===== src/rtl/pcb_pkg.sv =====
// Shared field positions and mode encodings for the performance counter bank.
// Assumes 32-bit register data and a 15-bit stored control field.
package pcb_pkg;
    localparam int CTL_EXL_EN   = 0;
    localparam int CTL_KER_EN   = 1;
    localparam int CTL_SUP_EN   = 2;
    localparam int CTL_USR_EN   = 3;
    localparam int CTL_IRQ_EN   = 4;
    localparam int CTL_EVT_LSB  = 5;
    localparam int CTL_EVT_W    = 10;
    localparam int CTL_STORED_W = CTL_EVT_LSB + CTL_EVT_W;
    localparam int CTL_GATE_W   = CTL_IRQ_EN + 1;
    localparam int CTL_MORE_BIT = 31;
    localparam int CAUSE_PEND_BIT = 26;

    typedef enum logic [1:0] {
        PRIV_KERNEL = 2'b00,
        PRIV_SUPER  = 2'b01,
        PRIV_USER   = 2'b10,
        PRIV_NONE   = 2'b11
    } priv_mode_e;
endpackage


===== src/rtl/pcb_mode_qual.sv =====
// Turns the core privilege state into a one-hot vector aligned with control
// bits 3:0. The exception and error flags override the mode field.
// Assumes the flags and mode field are stable for the whole cycle.
module pcb_mode_qual
    import pcb_pkg::*;
(
    input  logic       clk,
    input  logic       rst_n,
    input  logic [1:0] priv_ksu,
    input  logic       priv_exl,
    input  logic       priv_erl,
    output logic [3:0] mode_active
);
    // Pick the single enable bit that matches the present privilege state.
    always_comb begin
        mode_active = '0;
        if (priv_exl || priv_erl) begin
            mode_active[CTL_EXL_EN] = 1'b1;
        end else begin
            case (priv_mode_e'(priv_ksu))
                PRIV_KERNEL: mode_active[CTL_KER_EN] = 1'b1;
                PRIV_SUPER:  mode_active[CTL_SUP_EN] = 1'b1;
                PRIV_USER:   mode_active[CTL_USR_EN] = 1'b1;
                default:     mode_active = '0;
            endcase
        end
    end

    AST_EXC_LEVEL_WINS: assert property (@(posedge clk) disable iff (!rst_n)
        (priv_exl || priv_erl) |-> (mode_active == 4'b0001));
    AST_MODE_ONEHOT: assert property (@(posedge clk) disable iff (!rst_n)
        $onehot0(mode_active));
endmodule


===== src/rtl/pcb_event_sel.sv =====
// Selects one event pulse by number: 0 is every cycle, 1 is instruction
// retire, 2..NUM_EVT-1 index the given vector, and anything above is silent.
// Assumes NUM_EVT is a power of two no larger than 2**SEL_W.
module pcb_event_sel #(
    parameter int NUM_EVT = 128,
    parameter int SEL_W   = 10
) (
    input  logic [SEL_W-1:0]   evt_num,
    input  logic [NUM_EVT-1:0] evt_vec,
    input  logic               evt_retire,
    output logic               evt_hit
);
    localparam int IDX_W = $clog2(NUM_EVT);
    localparam logic [SEL_W:0] EVT_LIMIT = (SEL_W+1)'(NUM_EVT);

    // Decode the event number into the selected pulse.
    always_comb begin
        if (evt_num == '0)
            evt_hit = 1'b1;
        else if (evt_num == SEL_W'(1))
            evt_hit = evt_retire;
        else if ({1'b0, evt_num} < EVT_LIMIT)
            evt_hit = evt_vec[evt_num[IDX_W-1:0]];
        else
            evt_hit = 1'b0;
    end
endmodule


===== src/rtl/pcb_counter_slice.sv =====
// One counter with its control word: holds the stored control field, counts
// the selected event when the privilege state is enabled, and requests an
// interrupt while its top bit and interrupt enable are both set.
// Assumes a counter write and a count in the same cycle resolve to the write.
module pcb_counter_slice
    import pcb_pkg::*;
#(
    parameter int DATA_W  = 32,
    parameter int NUM_EVT = 128
) (
    input  logic                    clk,
    input  logic                    rst_n,
    input  logic                    ctl_we,
    input  logic                    cnt_we,
    input  logic [DATA_W-1:0]       wr_data,
    input  logic [3:0]              mode_active,
    input  logic [NUM_EVT-1:0]      evt_vec,
    input  logic                    evt_retire,
    output logic [CTL_STORED_W-1:0] ctl_q,
    output logic [DATA_W-1:0]       cnt_q,
    output logic                    irq_req
);
    logic evt_hit;
    logic mode_ok;
    logic cnt_inc;

    pcb_event_sel #(.NUM_EVT(NUM_EVT), .SEL_W(CTL_EVT_W)) u_evt_sel (
        .evt_num    (ctl_q[CTL_EVT_LSB +: CTL_EVT_W]),
        .evt_vec    (evt_vec),
        .evt_retire (evt_retire),
        .evt_hit    (evt_hit)
    );

    // Gate the event with the enable bit of the active privilege state.
    always_comb begin
        mode_ok = |(ctl_q[3:0] & mode_active);
        cnt_inc = mode_ok && evt_hit;
        irq_req = ctl_q[CTL_IRQ_EN] && cnt_q[DATA_W-1];
    end

    // Control storage, written whole from the low bits of the data word.
    always_ff @(posedge clk) begin
        if (!rst_n)      ctl_q <= '0;
        else if (ctl_we) ctl_q <= wr_data[CTL_STORED_W-1:0];
    end

    // Counter: a write loads the value, otherwise a qualified event adds one.
    always_ff @(posedge clk) begin
        if (!rst_n)       cnt_q <= '0;
        else if (cnt_we)  cnt_q <= wr_data;
        else if (cnt_inc) cnt_q <= cnt_q + 1'b1;
    end

    AST_WRITE_LOADS: assert property (@(posedge clk) disable iff (!rst_n)
        cnt_we |=> (cnt_q == $past(wr_data)));
    AST_PAUSED_HOLDS: assert property (@(posedge clk) disable iff (!rst_n)
        (!cnt_we && ctl_q[CTL_GATE_W-1:0] == '0) |=> $stable(cnt_q));
    AST_STEP_AT_MOST_ONE: assert property (@(posedge clk) disable iff (!rst_n)
        !cnt_we |=> (cnt_q == $past(cnt_q) || cnt_q == $past(cnt_q) + 1'b1));
    AST_HIGH_EVT_SILENT: assert property (@(posedge clk) disable iff (!rst_n)
        (ctl_q[CTL_EVT_LSB +: CTL_EVT_W] >= CTL_EVT_W'(NUM_EVT)) |-> !evt_hit);
endmodule


===== src/rtl/perf_counter_bank.sv =====
// Bank of NUM_CTR mode-filtered event counters behind a small register port.
// Even counters see evt_even, odd counters see evt_odd. Read data is registered.
// Assumes NUM_CTR is a power of two of at least 2 and DATA_W is 32.
module perf_counter_bank
    import pcb_pkg::*;
#(
    parameter int NUM_CTR = 4,
    parameter int DATA_W  = 32,
    parameter int NUM_EVT = 128,
    parameter int ADDR_W  = $clog2(NUM_CTR) + 1
) (
    input  logic               clk,
    input  logic               rst_n,
    input  logic [ADDR_W-1:0]  reg_addr,
    input  logic               reg_wr_en,
    input  logic [DATA_W-1:0]  reg_wr_data,
    input  logic               reg_rd_en,
    output logic [DATA_W-1:0]  reg_rd_data,
    input  logic [1:0]         priv_ksu,
    input  logic               priv_exl,
    input  logic               priv_erl,
    input  logic               evt_retire,
    input  logic [NUM_EVT-1:0] evt_even,
    input  logic [NUM_EVT-1:0] evt_odd,
    output logic               ovf_irq,
    output logic [DATA_W-1:0]  cause_out
);
    localparam int IDX_W = ADDR_W - 1;
    localparam logic [IDX_W-1:0]  LAST_IDX      = IDX_W'(NUM_CTR - 1);
    localparam logic [ADDR_W-1:0] LAST_CTL_ADDR = {LAST_IDX, 1'b0};

    logic [3:0]              mode_active;
    logic [CTL_STORED_W-1:0] ctl_all [NUM_CTR];
    logic [DATA_W-1:0]       cnt_all [NUM_CTR];
    logic [NUM_CTR-1:0]      irq_vec;
    logic [IDX_W-1:0]        sel_idx;
    logic [DATA_W-1:0]       rd_word;

    assign sel_idx = reg_addr[ADDR_W-1:1];

    pcb_mode_qual u_mode_qual (
        .clk         (clk),
        .rst_n       (rst_n),
        .priv_ksu    (priv_ksu),
        .priv_exl    (priv_exl),
        .priv_erl    (priv_erl),
        .mode_active (mode_active)
    );

    for (genvar i = 0; i < NUM_CTR; i++) begin : g_ctr
        logic                 ctl_we;
        logic                 cnt_we;
        logic [NUM_EVT-1:0]   evt_src;

        // Route the parity-specific event vector to this counter.
        if (i % 2 == 0) begin : g_even
            assign evt_src = evt_even;
        end else begin : g_odd
            assign evt_src = evt_odd;
        end

        // Decode writes aimed at this counter's control or count register.
        always_comb begin
            ctl_we = reg_wr_en && !reg_addr[0] && (sel_idx == IDX_W'(i));
            cnt_we = reg_wr_en &&  reg_addr[0] && (sel_idx == IDX_W'(i));
        end

        pcb_counter_slice #(.DATA_W(DATA_W), .NUM_EVT(NUM_EVT)) u_slice (
            .clk         (clk),
            .rst_n       (rst_n),
            .ctl_we      (ctl_we),
            .cnt_we      (cnt_we),
            .wr_data     (reg_wr_data),
            .mode_active (mode_active),
            .evt_vec     (evt_src),
            .evt_retire  (evt_retire),
            .ctl_q       (ctl_all[i]),
            .cnt_q       (cnt_all[i]),
            .irq_req     (irq_vec[i])
        );
    end

    // Assemble the addressed register; the follow-on flag is fixed wiring.
    always_comb begin
        rd_word = '0;
        if (reg_addr[0]) begin
            rd_word = cnt_all[sel_idx];
        end else begin
            rd_word[CTL_STORED_W-1:0] = ctl_all[sel_idx];
            rd_word[CTL_MORE_BIT]     = (sel_idx != LAST_IDX);
        end
    end

    // Register the read data one clock after the request.
    always_ff @(posedge clk) begin
        if (!rst_n)         reg_rd_data <= '0;
        else if (reg_rd_en) reg_rd_data <= rd_word;
    end

    // Merge the per-counter requests into the interrupt and status bit.
    always_comb begin
        ovf_irq   = |irq_vec;
        cause_out = '0;
        cause_out[CAUSE_PEND_BIT] = ovf_irq;
    end

    AST_LAST_MORE_ZERO: assert property (@(posedge clk) disable iff (!rst_n)
        (reg_rd_en && reg_addr == LAST_CTL_ADDR) |=> !reg_rd_data[CTL_MORE_BIT]);
    AST_RESET_QUIETS_IRQ: assert property (@(posedge clk) disable iff (!rst_n)
        $past(!rst_n) |-> !ovf_irq);
endmodule


===== config.mk =====
export PLATFORM = sky130hd
export DESIGN_NAME = perf_counter_bank
export DESIGN_NICKNAME = d
export VERILOG_FILES = /design/src/rtl/pcb_pkg.sv /design/src/rtl/pcb_mode_qual.sv /design/src/rtl/pcb_event_sel.sv /design/src/rtl/pcb_counter_slice.sv /design/src/rtl/perf_counter_bank.sv
export SDC_FILE = /design/constraint.sdc
export NUM_CORES = 1
export LEC_CHECK = 0
export BUFFER_PORTS_ARGS = -buffer_cell sky130_fd_sc_hd__buf_4
export CORE_ASPECT_RATIO = 1.2
export CORE_MARGIN = 4
export CORE_UTILIZATION = 51
export CTS_CLUSTER_SIZE = 25
export DETAILED_ROUTE_END_ITERATION = 7
export GPL_TIMING_DRIVEN = 0
export HOLD_SLACK_MARGIN = 0.12
export PLACE_DENSITY = 0.83
export SYNTH_ARGS = -nofsm -noshare
export SYNTH_HDL_FRONTEND = slang
export SYNTH_HIERARCHICAL = 1
export SYNTH_SLANG_ARGS = --single-unit
export TNS_END_PERCENT = 100

===== constraint.sdc =====
create_clock -name clk -period 3.1 [get_ports clk]
set_input_delay 0.31 -clock clk [delete_from_list [all_inputs] [get_ports clk]]
set_output_delay 0.31 -clock clk [all_outputs]
set_load 0.01 [all_outputs]

==> metrics.txt, run 1 <==
total number of vias=18.09k; Clk Latency, worst-skew pair=510 ps; Critical Path AT=3710 ps; GRT Total Usage=0.3485; Worst EP required=3460 ps; final setup skew=9.599 ps; CP max FO=5; failing checks=negative setup slack; Avg Inst Size Synth=9.486 um2; layout cells sized above 1=0.3505; Vias per Instance=6.643; RSZ-0062 raised after global routing=true; vias in the first global route=17.70k; fin area=0.02251 mm2; final worst setup slack=-253.2 ps; placed insts=2618; overall routed net length=70210 um; Final Hold Fails=0; die height=208.9 um; area of the multi-input gates=0.01209 mm2; WL/cell=25.78 um; grt ovf=0; Yosys reg bits=220; final slew viol count=0; Detailed Place HPWL=51010 um; I/O Pins=365; CP max-delay cell=or4_4; Critical Path End Type=register; first-pass GRT wire length=100400 um; Row Count=73; critical-path cell list=buf_12, buf_16, mux4_1, mux2i_1, a32oi_2, o31ai_2, a22oi_2, a41o_1, o211ai_2, or4_4, buf_4, buf_6, o21ai_0, a31oi_1; largest net degree at the start of global routing=22; slew margin rel.=0.1993; initial drt markers=2231; status=finished with violations; Synth area leader=dfxtp_1; post-synthesis sequential area ratio=0.2568; synthesized cell area=0.01715 mm2; Post-synth EDFFs=0; Max IR drop VDD=0.2784 mV; HP Class=input pin to register; CP Launch Type=register; initial antenna violation count=4; Inserted Clock Buffers=22; CTS root buffer=clkbuf_16; GP Congestion=1.044; CTS sink cnt=220; Synth area leaders=dfxtp_1 26%, mux4_2 11%, mux2i_1 9.3%, mux4_1 6.3%, o21ai_0 4.6%; Worst path max stage delay=580 ps; Fillers=2572; Worst-path clk slew=60 ps; Crit Path Class=register to register; period utilisation layout=1.082; max cap viols=0; final worst path period need=3353 ps; # DRC=0; Post-synth ARST share=0; DP Area=0.02030 mm2; Synth Flop Type=dfxtp_1; I/O Buffers=330; final net count=2556; Layout area overhead=31.22%; CP top delay family=compound AO/OA/AOI/OAI gates; Starting Density=0.5173; FF/Latch Area=0.004432 mm2; Routed Antenna Nets=0; total core area=0.03316 mm2; share of the synthesized area in the top cell type=0.2568; Max Root-Sink Buffers=3; worst path bufs/invs=4; fin cells=2723; Worst Max-Slew Pin Slew=1191 ps; P_leak=8.156 nW; drt first pass iters=6; die area=0.03664 mm2; most common library cells after synthesis=220 x dfxtp_1, 159 x mux2i_1, 158 x o21ai_0; Post-CTS Hold Buffers=0; final setup vio count=51; most frequent cell after synthesis=dfxtp_1; P per Cell Area=333.7 mW/mm2; synth unique cells=66; Mapped Cells=1808; Ys Warns=6; Max Freq=298.2 MHz; CTS H-tree depth=1; CTS tree=done; die span in x=175.4 um
path summary, 6_finish.rpt:
check                                                   to  slack [ps]  depth (start not counted)                       from
worst max-delay path            g_ctr[0].u_slice/cnt_q[22]        -250                         14  g_ctr[0].u_slice/ctl_q[5]
worst min-delay path            g_ctr[1].u_slice/cnt_q[29]         140                          3            reg_wr_data[29]
worst max register to register  g_ctr[0].u_slice/cnt_q[22]        -250                         14  g_ctr[0].u_slice/ctl_q[5]
worst min register to register             reg_rd_data[31]         490                          2            reg_rd_data[31]
logic make-up (layout without fill, tap and decap cells):
group,count (synthesis),count (layout),share of synthesized area
other,1,36,0.0002186
flip-flops,220,220,0.2568
buffers and inverters,192,622,0.06945
AND/OR/NAND/NOR,541,541,0.1760
multiplexers,316,316,0.2876
adder cells (fa/ha/maj),4,4,0.002918
XOR/XNOR,80,80,0.04085
AO/OA/AOI/OAI,454,454,0.1662
metal layers:
metal | track usage | up-vias | share of wire
met5 | 0 | - | 0
met4 | 0.2699 | 0 | 0.11
met3 | 0.05356 | 416 | 0.095
met2 | 0.5903 | 1404 | 0.47
met1 | 0.3918 | 8482 | 0.33
li1 | - | 7787 | -
power by group:
part	total [mW]	internal [mW]	switching (mW)	leakage, nW
clock network	2.87	1.69	1.18	0.389
registers	3.07	2.92	0.145	1.79
logic	1.57	0.800	0.772	5.97
total	7.51	5.41	2.10	8.16
per-stage QoR:
step                TNS, ps  setup slack, ps    util  hold slack (ps)  power, mW
floorplan                 0            149.3       -            438.2      3.835
finish                -3706           -253.2  0.6788            142.5      7.510
detailed placement   -32410           -486.6  0.6124            481.1      4.536
global route         -10030           -291.2  0.6786            141.7      7.703
CTS                  -421.1           -99.33  0.6496            122.4      7.373
global placement     -24250           -408.3  0.6124            470.5      4.502
registers in the layout (all words and copies together), names as in the netlist:
signal,flops
g_ctr.u_slice/cnt_q,128
g_ctr.u_slice/ctl_q,60
reg_rd_data,32
area by class of cell:
class	instances	share of cell area
inverter	20	0.003336
antenna	5	0.0005559
multi-input combinational	1426	0.5370
clock buffer	32	0.03019
timing repair buffer	393	0.1426
sequential	220	0.1969
clock inverter	8	0.004169
buffer	169	0.06021
tap	450	0.02502
cell usage in the layout, fill, tap and decap left out, types with 13 or more instances in the layout:
| cell type | n |
|---|---|
| buf_4 | 416 |
| dfxtp_1 | 208 |
| mux2i_1 | 146 |
| o21ai_0 | 144 |
| nor2b_1 | 122 |
| a21oi_1 | 104 |
| mux4_2 | 103 |
| nand2_1 | 78 |
| nand3_1 | 58 |
| clkbuf_1 | 57 |
| a31oi_1 | 46 |
| nor2_1 | 45 |
| nand4_1 | 43 |
| xor2_1 | 41 |
| nor3_1 | 37 |
| xnor2_1 | 34 |
| clkbuf_16 | 32 |
| conb_1 | 31 |
| mux2_2 | 30 |
| buf_6 | 29 |
| mux4_1 | 23 |
| nand2b_1 | 19 |
| or3_1 | 19 |
| buf_12 | 18 |
| buf_2 | 16 |
| or4_1 | 16 |
| inv_1 | 16 |
| o31ai_1 | 16 |
| nand3_2 | 15 |
| o22ai_1 | 14 |
| a221o_1 | 14 |
| and2_1 | 13 |
worst reg2reg max path, stage by stage (launching register included):
cell and delay [ps]:
dfxtp_4 360, buf_12 140, buf_16 140, mux4_1 340
mux2i_1 110, a32oi_2 270, o31ai_2 110, a22oi_2 190
a41o_1 220, o211ai_2 150, or4_4 580, buf_4 160
buf_6 120, o21ai_0 200, a31oi_1 120
repair_timing:
item                       CTS  global route
setup endpoints to repair  114           109
gates cloned                 5            12
pin swaps                   28            95
gates resized for setup    109           149
setup buffers               17            29
(Power assumes the default switching activity.)
==> run 2, diff against run 1 <==
CORE_MARGIN = not set   (was 4)
==> metrics.txt, run 2 (synthesis gave the netlist of run 1 again) <==
final core occ=0.6766; Critical Path AT=3690 ps; overall routed net length=67920 um; Gate power share=0.209; initial drt markers=1955; CP max FO=8; GP Congestion=1.010; Clk Latency, worst-skew pair=520 ps; Detailed Place HPWL=50600 um; CTS sink cnt=220; CTS H-tree depth=1; Max Root-Sink Buffers=3; die height=202.9 um; final net count=2552; CP max-delay cell=or4_4; Worst Max-Slew Pin Slew=1205 ps; Final Hold Slack=148.7 ps; Vias per Instance=6.577; status=finished with violations; RSZ-0062 raised after global routing=true; Biggest register=g_ctr.u_slice/cnt_q; failing checks=negative setup slack; max cap viols=0; Net Sw Frac=0.2806; # DRC=0; final slew viol count=0; CP Launch Type=register; period utilisation layout=1.071; Critical Path End Type=register; die area=0.03437 mm2; reg-to-reg slack, setup=-220 ps; Worst path max stage delay=560 ps; worst path bufs/invs=3; total number of vias=17.86k; Switch Pwr=2.094 mW; GRT Total Usage=0.3785; CP top delay family=compound AO/OA/AOI/OAI gates; CTS tree=done; Worst EP required=3470 ps; drt first pass iters=5; HP Class=input pin to register; final worst path period need=3319 ps; Inserted Clock Buffers=23; Crit Path Class=register to register; fin cells=2716; final setup vio count=48; Layout area overhead=30.80%; final setup skew=8.132 ps; Routed Antenna Nets=0; Clk pwr share=0.380; Reg-to-Reg Start=g_ctr[1].u_slice/ctl_q[5]; Hold Crit Start=reg_wr_data[25]; placed insts=2618; die span in x=169.4 um; I/O Buffers=330; Final Hold Fails=0; final worst setup slack=-219.0 ps; commonest non-fill, non-tap cell in the layout=buf_4; Max IR drop VDD=0.3131 mV; pre-CTS setup slack=-448.1 ps; CTS root buffer=clkbuf_16; P_leak=8.111 nW; first-pass GRT wire length=99500 um; Worst-path clk slew=70 ps; Row Count=73; WL/cell=25.01 um; Int Power=5.369 mW; I/O Pins=365; layout cells sized above 1=0.3394; Power, Total=7.463 mW; critical-path cell list=buf_12, mux4_1, mux2i_2, a22oi_1, nand4_1, a22oi_1, a41o_1, o211ai_2, or4_4, buf_6, buf_6, o31ai_4, a31oi_1; slew margin rel.=0.1899; total core area=0.03316 mm2; largest net degree at the start of global routing=22; Regs by FF count=g_ctr.u_slice/cnt_q: 128 flops, g_ctr.u_slice/ctl_q: 60 flops, reg_rd_data: 32 flops; Starting Density=0.5173; sequential share of power=0.410; crit path from=g_ctr[1].u_slice/ctl_q[5]; grt ovf=0; vias in the first global route=17.40k; initial antenna violation count=3; Max Freq=301.3 MHz; highest-count cells in the layout ignoring fill and taps=407 x buf_4, 210 x dfxtp_1, 151 x mux2i_1, 144 x o21ai_0, 120 x nor2b_1; max reg flops=128; P per Cell Area=332.7 mW/mm2
## run 2: power groups by stage
stage / registers, mW / clock network (mW) / logic (mW)
finish: 3.06 / 2.84 / 1.56
global route: 3.07 / 2.96 / 1.63
CTS: 3.06 / 2.84 / 1.47
detailed placement: 3.12 / 0 / 1.42
global placement: 3.11 / 0 / 1.39
floorplan: 3.07 / 0 / 0.762
## run 2: layout make-up
type,count,area (um2)
clock inverters,7,87.58
diodes,3,7.507
well taps,450,563.0
multi-input cells,1426,12080
clock buffers,33,663.1
plain buffers,169,1388
fillers,2587,10720
inverters,20,75.07
repair buffers,388,3134
flip-flops and latches,220,4434
## run 2: what timing repair did
item                                   CTS  global route
resized for setup                      120           146
endpoints found under the hold margin    6             0
buffers inserted                        25            18
setup endpoints to repair              112           107
hold buffers                             2             0
pin swaps                               36            91
cloned                                   9             4
## run 2: through the flow
| stage | cell area (um2) | TNS [ps] |
|---|---|---|
| final | 22430 | -3518 |
| after global routing | 22430 | -7277 |
| after CTS | 21750 | -584.7 |
| after detailed placement | 20300 | -31890 |
| after global placement | 20300 | -27540 |
| after floorplan | 17260 | 0 |
## run 2: worst register-to-register path, stage by stage (launching register included)
cell      delay [ps]
dfxtp_4          410
buf_12           170
mux4_1           340
mux2i_2           90
a22oi_1          250
nand4_1          140
a22oi_1          230
a41o_1           230
o211ai_2         150
or4_4            560
buf_6            150
buf_6            130
o31ai_4          230
a31oi_1          100
## run 2: layer usage
layer	up-vias	share of wire	track usage
met3	361	0.085	0.05244
li1	7799	-	-
met2	1193	0.48	0.6407
met5	-	0	0
met1	8509	0.34	0.4256
met4	0	0.092	0.3053
## run 2: final timing paths
kind | end | cells after the start
setup / recovery | g_ctr[1].u_slice/cnt_q[30] | 13
hold reg to reg | reg_rd_data[31] | 2
hold / removal | g_ctr[1].u_slice/cnt_q[25] | 3
setup reg to reg | g_ctr[1].u_slice/cnt_q[30] | 13
